===== config.mk =====
export PLATFORM = sky130hd
export DESIGN_NAME = mb_mode_decider
export DESIGN_NICKNAME = d
export VERILOG_FILES = /design/src/rtl/mb_mode_decider.sv
export SDC_FILE = /design/constraint.sdc
export NUM_CORES = 2
export LEC_CHECK = 0
export BUFFER_PORTS_ARGS = -buffer_cell sky130_fd_sc_hd__buf_2
export CAP_MARGIN = 30
export CORE_MARGIN = 8
export CORE_UTILIZATION = 60
export CTS_CLUSTER_SIZE = 24
export DETAILED_ROUTE_END_ITERATION = 10
export PLACE_DENSITY = 0.74
export SLEW_MARGIN = 20
export SYNTH_ARGS = -nofsm -noshare
export SYNTH_HDL_FRONTEND = slang
export SYNTH_SLANG_ARGS = --single-unit
export TNS_END_PERCENT = 30

===== constraint.sdc =====
create_clock -name clk -period 14.4 [get_ports clk]
set_input_delay 2.16 -clock clk [delete_from_list [all_inputs] [get_ports clk]]
set_output_delay 2.16 -clock clk [all_outputs]
set_load 0.01 [all_outputs]

===== src/rtl/mb_mode_decider.sv =====
module mb_mode_decider #(
  parameter int PIX_W        = 8,
  parameter int LOG2_N       = 8,
  parameter int SKIP_THR     = 100,
  parameter int MC_MARGIN    = 100,
  parameter int INTRA_MARGIN = 500
) (
  input  logic                      clk,
  input  logic                      rst_n,
  input  logic                      in_valid,
  input  logic                      in_first,
  input  logic                      in_last,
  input  logic [PIX_W-1:0]          cur_px,
  input  logic [PIX_W-1:0]          ref_px,
  input  logic [PIX_W+LOG2_N-1:0]   mc_sad,
  output logic                      done,
  output logic [1:0]                mode,
  output logic [PIX_W+LOG2_N-1:0]   inter_sad
);

  localparam int N      = 1 << LOG2_N;
  localparam int ACC_W  = PIX_W + LOG2_N;
  localparam int CMP_W  = ACC_W + 2;
  localparam logic [LOG2_N-1:0] LAST_IDX = LOG2_N'(N - 1);

  typedef enum logic [1:0] {S_ACC, S_DEV, S_DEC} state_t;

  state_t              state;
  logic [LOG2_N-1:0]   wr_idx, rd_idx;
  logic [ACC_W-1:0]    sum_q, sad00_q, mc_q, dev_q;
  logic [PIX_W-1:0]    mem [N];

  wire                 accept   = (state == S_ACC) && in_valid;
  wire [LOG2_N-1:0]    beat_idx = in_first ? '0 : wr_idx;
  wire [ACC_W-1:0]     sum_base = in_first ? '0 : sum_q;
  wire [ACC_W-1:0]     sad_base = in_first ? '0 : sad00_q;
  wire [PIX_W-1:0]     pair_d   = (cur_px > ref_px) ? cur_px - ref_px : ref_px - cur_px;
  wire [PIX_W-1:0]     mean     = sum_q[ACC_W-1 -: PIX_W];
  wire [PIX_W-1:0]     rd_px    = mem[rd_idx];
  wire [PIX_W-1:0]     dev_d    = (rd_px > mean) ? rd_px - mean : mean - rd_px;

  wire [CMP_W-1:0]     s00_x    = CMP_W'(sad00_q);
  wire [CMP_W-1:0]     mc_x     = CMP_W'(mc_q);
  wire [CMP_W-1:0]     dev_x    = CMP_W'(dev_q);
  wire                 skip     = s00_x < CMP_W'(SKIP_THR);
  wire                 use_mc   = (mc_x + CMP_W'(MC_MARGIN)) < s00_x;
  wire [ACC_W-1:0]     sel_sad  = (!skip && use_mc) ? mc_q : sad00_q;
  wire                 go_intra = (dev_x + CMP_W'(INTRA_MARGIN)) < CMP_W'(sel_sad);
  wire [1:0]           mode_nx  = skip     ? 2'b00 :
                                  go_intra ? 2'b11 :
                                  use_mc   ? 2'b10 : 2'b01;

  always_ff @(posedge clk)
    if (accept) mem[beat_idx] <= cur_px;

  always_ff @(posedge clk or negedge rst_n) begin
    if (!rst_n) begin
      state     <= S_ACC;
      wr_idx    <= '0;
      rd_idx    <= '0;
      sum_q     <= '0;
      sad00_q   <= '0;
      mc_q      <= '0;
      dev_q     <= '0;
      done      <= 1'b0;
      mode      <= 2'b00;
      inter_sad <= '0;
    end else begin
      done <= 1'b0;
      case (state)
        S_ACC: if (in_valid) begin
          wr_idx  <= beat_idx + 1'b1;
          sum_q   <= sum_base + ACC_W'(cur_px);
          sad00_q <= sad_base + ACC_W'(pair_d);
          if (in_last) begin
            mc_q   <= mc_sad;
            rd_idx <= '0;
            dev_q  <= '0;
            state  <= S_DEV;
          end
        end
        S_DEV: begin
          dev_q  <= dev_q + ACC_W'(dev_d);
          rd_idx <= rd_idx + 1'b1;
          if (rd_idx == LAST_IDX) state <= S_DEC;
        end
        S_DEC: begin
          done      <= 1'b1;
          mode      <= mode_nx;
          inter_sad <= sel_sad;
          state     <= S_ACC;
        end
        default: state <= S_ACC;
      endcase
    end
  end

  a_r2_skip_below_thr: assert property (@(posedge clk) disable iff (!rst_n)
    done && mode == 2'b00 |-> CMP_W'(inter_sad) < CMP_W'(SKIP_THR));

  a_r4_inter_not_small: assert property (@(posedge clk) disable iff (!rst_n)
    done && mode == 2'b01 |-> inter_sad == sad00_q && CMP_W'(inter_sad) >= CMP_W'(SKIP_THR));

  a_r3_mc_margin: assert property (@(posedge clk) disable iff (!rst_n)
    done && mode == 2'b10 |-> (CMP_W'(inter_sad) + CMP_W'(MC_MARGIN)) < CMP_W'(sad00_q));

  a_r5_intra_margin: assert property (@(posedge clk) disable iff (!rst_n)
    done && mode == 2'b11 |-> (CMP_W'(dev_q) + CMP_W'(INTRA_MARGIN)) < CMP_W'(inter_sad));

  a_r6_done_single: assert property (@(posedge clk) disable iff (!rst_n)
    done |=> !done);

endmodule


# Word-level counts from Yosys, hierarchy flattened
# Memories as Yosys holds them, arrays and structs flattened.
# Cells that the tools add are included.
[totals]
reg_bits = 101
ram_bits = 2048
in_bits = 37
output_inout_bits = 19
word_cells = 64
n_memories = 1
[op_classes]
addsub = 11
n_lt_le_gt_ge = 5
n_eq_ne = 6
n_mux = 22
reduce_logical = 9
[mem_list]
columns = ["name", "words", "width", "rd", "rd_clocked_by_memory_dff", "write_ports", "line_no", "source"]
rows = [
  ["mem", 256, 8, 1, 0, 1, "31", "logic [PIX_W-1:0] mem [N];"],
]
[ops]
columns = ["op", "n"]
rows = [
  ["$mux W16", 5],
  ["$add A16 B8 Y16", 3],
  ["$mux W8", 5],
  ["$lt A17 B16 Y1", 2],
  ["$pmux W16 S2", 1],
  ["$sub A8 B8 Y8", 4],
  ["$add A16 B7 Y17 const B", 1],
  ["$add A16 B9 Y17 const B", 1],
  ["$add A8 B1 Y8 const B", 2],
  ["$gt A8 B8 Y1", 2],
  ["$lt A16 B7 Y1 const B", 1],
  ["$pmux W8 S2", 1],
  ["$mux W2", 6],
  ["$reduce_and A3 Y1", 3],
  ["$eq A8 B8 Y1 const B", 1],
  ["$ne A2 B2 Y1 const B", 3],
  ["$pmux W2 S2", 1],
  ["$mux W1", 3],
  ["$eq A2 B1 Y1 const B", 1],
  ["$eq A2 B2 Y1 const B", 1],
  ["$logic_and A1 B1 Y1", 2],
  ["$logic_not A2 Y1", 1],
  ["$reduce_and A2 Y1", 1],
  ["$reduce_bool A2 Y1", 1],
  ["$logic_not A1 Y1", 1],
]

# Logic depth before layout (Yosys ltp)
[logic_depth]
depth_word = 7
ltp_mapped = 30
depth_no_buf = 24

# Worst setup path after synthesis
# Ideal clock, no wire load.
[synth_path]
kind = "flip-flop to flip-flop"
startpoint = "register rd_idx[0]"
endpoint = "register dev_q[11]"
setup_ns = 0.129
t_arrival_ns = 5.773
required_ns = 14.271
setup_slack_ns = 8.498
stages_incl_launch_ff = 25
path_buffers = 5
synth_period_minus_slack_ns = 5.902
path_cell_list = "dfrtp_1 buf_4 buf_6 buf_4 buf_2 mux4_2 a221oi_1 nand2_1 nand4_1 nand3_1 and3_1 ha_1 a21o_1 a211o_1 o21ai_0 buf_2 mux2_2 ha_1 a21o_1 a21o_1 a2111oi_0 nor3_1 o21ai_0 or3_1 nand3_1"
[synth_between]
elab_chain_cells = 5
elab_cells_between_ends = 7
cone_classes = "3 x add/sub; 1 x order compare; 2 x mux; 1 x memory"
[synth_lines]
columns = ["element", "line_no", "source"]
rows = [
  ["start: declaration", "29", "logic [LOG2_N-1:0] wr_idx, rd_idx;"],
  ["start signal: assignment", "84", "rd_idx <= rd_idx + 1'b1;"],
  ["$mem_v2 Z256 W8 *", "n/a", ""],
  ["$sub A8 B8 Y8 or $gt A8 B8 Y1 (tied branches)", "40", "wire [PIX_W-1:0] dev_d = (rd_px > mean) ? rd_px - mean : mean - rd_px;"],
  ["$mux W8 *", "40", ""],
  ["$add A16 B8 Y16 *", "83", "dev_q <= dev_q + ACC_W'(dev_d);"],
  ["$pmux W16 S2 *", "70", "case (state)"],
  ["end signal: assignment", "83", ""],
  ["end: declaration", "30", "logic [ACC_W-1:0] sum_q, sad00_q, mc_q, dev_q;"],
]
# Every way passes the cells marked *; elsewhere a longest branch is shown, timed or not.
# A chain may end at the register's enable or synchronous reset.

# Final worst setup path
[layout_path]
startpoint = "register rd_idx[0]"
endpoint = "register dev_q[8]"
# Same word-level chain as after synthesis.

==> reports/qor.txt <==
Netlist cell types - 66
Layout fillers - 9,034
Nets - 4,775
Htree depth - 4
DP Wirelength - 124 mm
Post-synthesis sequential area ratio - 0.738
Clk slew on worst S/H paths - 0.07 ns
CP top delay family - compound AO/OA/AOI/OAI gates
DRT iter0 DRCs - 6,168
Port Buffers - 55
Synth Flop Type - edfxtp_1
DP Area - 89,400 um2
Drt wl/cell - 31.2 um
Initial Util - 0.604
Number of synthesized flops with an enable pin - 2,048
Clock Sinks - 2,149
DP Cell Count - 6,320
Area Overhead vs Synth - 10.8%
Clk_lat worst skew - 0.86 ns
Sequential group share of total power - 0.408
WP data arrival - 9.55 ns
Remaining DRCs - 0
CP Cell Sequence - buf_4, buf_4, mux4_2, mux4_2, a211oi_1, nand2_1, nand3_1, ha_1, inv_1, fa_1, nand3_1, a21oi_1, o21ai_0, buf_4, mux2_2, a31oi_1, xnor2_1, ha_1, o21ai_0, a21boi_0, o21ai_0, a21oi_1, o21ai_0, a22o_1
Clock network power share - 0.300
Hold_buf cts - 0
Fin crit share - 0.612
Initial antenna violation count - 4
RSZ-0062 raised after global routing - no
Crit-path max cell delay - 0.85 ns
Internal power - 12,000 uW
Post-synth ARST share - 0.0470
Max Clock Skew - 0.0631 ns
Max-cap viol count - 0
Synth cell count leaders - edfxtp_1, mux4_2, nor2_1
Row Count - 139
TritonCTS buffer count - 204
GP Congestion - 0.870
Hold Path Class - flop to flop
Final hold vios - 0
CTS tree - built
Max-slew violations - 0
Slowest CP cell - dfrtp_4
Worst VDD drop - 280 uV
CP bufs+invs - 4
Slew @ Worst Pin - 1.15 ns
Status - finished, final reports clean
Crit path time final - 8.82 ns
Final wirelength - 209 mm
Comb pwr share - 0.293
Post-Layout Inst Area - 96,100 um2
WP data required - 15.14 ns
Avg Synthesized Cell Area - 19.3 um2
GR Overflow Total - 0
Number of synthesized register bits - 2,149
Max Freq - 113 MHz
DIE AREA - 157,000 um2
Setup bufs post-CTS - 0
Core ar. - 144,000 um2
Initial DRT Pass Iterations - 7
Layout cells sized above 1 - 0.215
Vias - 44,800
Die Width - 396 um
CP Max Fanout - 34
Min Hold Slack - 0.470 ns
Synthesized cell area - 86,800 um2
Post-CTS resize count - 0
YS warnings - 0
Crit end category - flop
Sw Share - 0.312
Most common cell in the synthesized netlist - edfxtp_1
Flop-to-flop setup slack - 5.58 ns
Synth top area cells - edfxtp_1, mux4_2, dfrtp_1
Gr usage total - 0.266
Syn nets - 4,629
Worst setup SP type - flop
Setup TNS - 0 ns
Post-route ant nets - 0
Fin cells - 6,715
Pleak - 0.0310 uW
Total power draw - 17,400 uW
Top-area cell type share of the netlist area - 0.709
Pin count of the biggest net entering global routing - 201
Root Buffer - clkbuf_16
Die height - 396 um
P_sw - 5430 uW
Most frequent CP cell - o21ai_0
Pwr/cell area - 181 nW/um2
First-pass GRT wire length - 307 mm
Slew margin rel. - 0.235
Yosys top cell by area - edfxtp_1
Routed vias/inst - 6.67
Vias in the first global route - 45,100
Final-report setup violation count - 0
WS Path Type - flop to flop
# IOs - 56
CTS Buffer Depth - 3
Post-Synthesis Cells - 4,494
[logic make-up (layout without fill, tap and decap cells)]
family / Yosys count / in the layout / synth area share
adder cells (fa/ha/maj): 98 / 98 / 0.0147
buffers and inverters: 324 / 638 / 0.0171
other: 0 / 4 / 0
flip-flops: 2149 / 2149 / 0.738
XOR/XNOR: 62 / 62 / 0.00626
multiplexers: 658 / 658 / 0.152
AND/OR/NAND/NOR: 764 / 764 / 0.0386
AO/OA/AOI/OAI: 439 / 439 / 0.0335
[layer usage]
metal  routed length [um]  part of all wire  vias up  track usage
met5                    0                 0        -            0
met3                21100              0.10      407       0.0466
met4                 7910             0.038        0       0.0980
met2               101000              0.48     2549        0.422
li1                     -                 -    18600            -
met1                78900              0.38    23300        0.378
[cell usage in the layout (no fill, tap or decap), types with 91 or more instances in the layout]
| cell type | count |
|---|---|
| buf_4 | 126 |
| mux2i_1 | 123 |
| edfxtp_1 | 2048 |
| ha_1 | 91 |
| clkbuf_16 | 207 |
| mux4_2 | 528 |
| nor2_1 | 308 |
| nand2_1 | 222 |
| dfrtp_1 | 97 |
[worst register-to-register path, delay by kind of cell, from the launching register on]
family,cells,cell delay (ns)
AO/OA/AOI/OAI,10,3.17
XOR/XNOR,1,0.15
adder cells (fa/ha/maj),3,0.93
buffers and inverters,4,1.74
flip-flops,1,0.85
multiplexers,3,1.42
AND/OR/NAND/NOR,3,0.48
[per-stage QoR]
step	util	worst slack [ns]
6_report	0.669	5.58
5_1_grt	0.669	5.10
4_1_cts	0.668	5.63
3_5_place_dp	0.623	5.67
3_3_place_gp	0.620	5.68
2_1_floorplan	-	8.50
[layout make-up]
type,count,area (um2),share of cell area
repair buffers,196,1580,0.0165
clock inverters,116,1090,0.0113
flip-flops and latches,2149,64000,0.666
inverters,68,255,0.00266
diodes,4,10.0,0.000104
clock buffers,258,5400,0.0562
multi-input cells,2021,21400,0.222
well taps,1903,2380,0.0248
[path summary, 6_finish.rpt]
path / to / startpoint / cells after the start
setup / recovery: dev_q[8] / rd_idx[0] / 24
hold / removal: sum_q[0] / sum_q[0] / 2
setup reg to reg: dev_q[8] / rd_idx[0] / 24
hold reg to reg: sum_q[0] / sum_q[0] / 2
max in group asynchronous: rd_idx[0] / rst_n / 3
min in group asynchronous: mc_q[11] / rst_n / 1
[sequential cells by signal, summed over array words and instances (netlist names), 8 cells and up]
| signal | cells |
|---|---|
| mem | 2048 |
| dev_q | 16 |
| inter_sad | 16 |
| mc_q | 16 |
| sad00_q | 16 |
| sum_q | 16 |
| rd_idx | 8 |
| wr_idx | 8 |
[power groups by stage]
stage,clock (uW),combinational [uW],sequential [uW]
2_1_floorplan,0,3630,7100
3_3_place_gp,0,4940,7220
3_5_place_dp,0,5020,7220
4_1_cts,5260,5070,7090
5_1_grt,5490,5410,7100
6_report,5220,5100,7100
No activity file was read; power rests on OpenSTA's default activity.
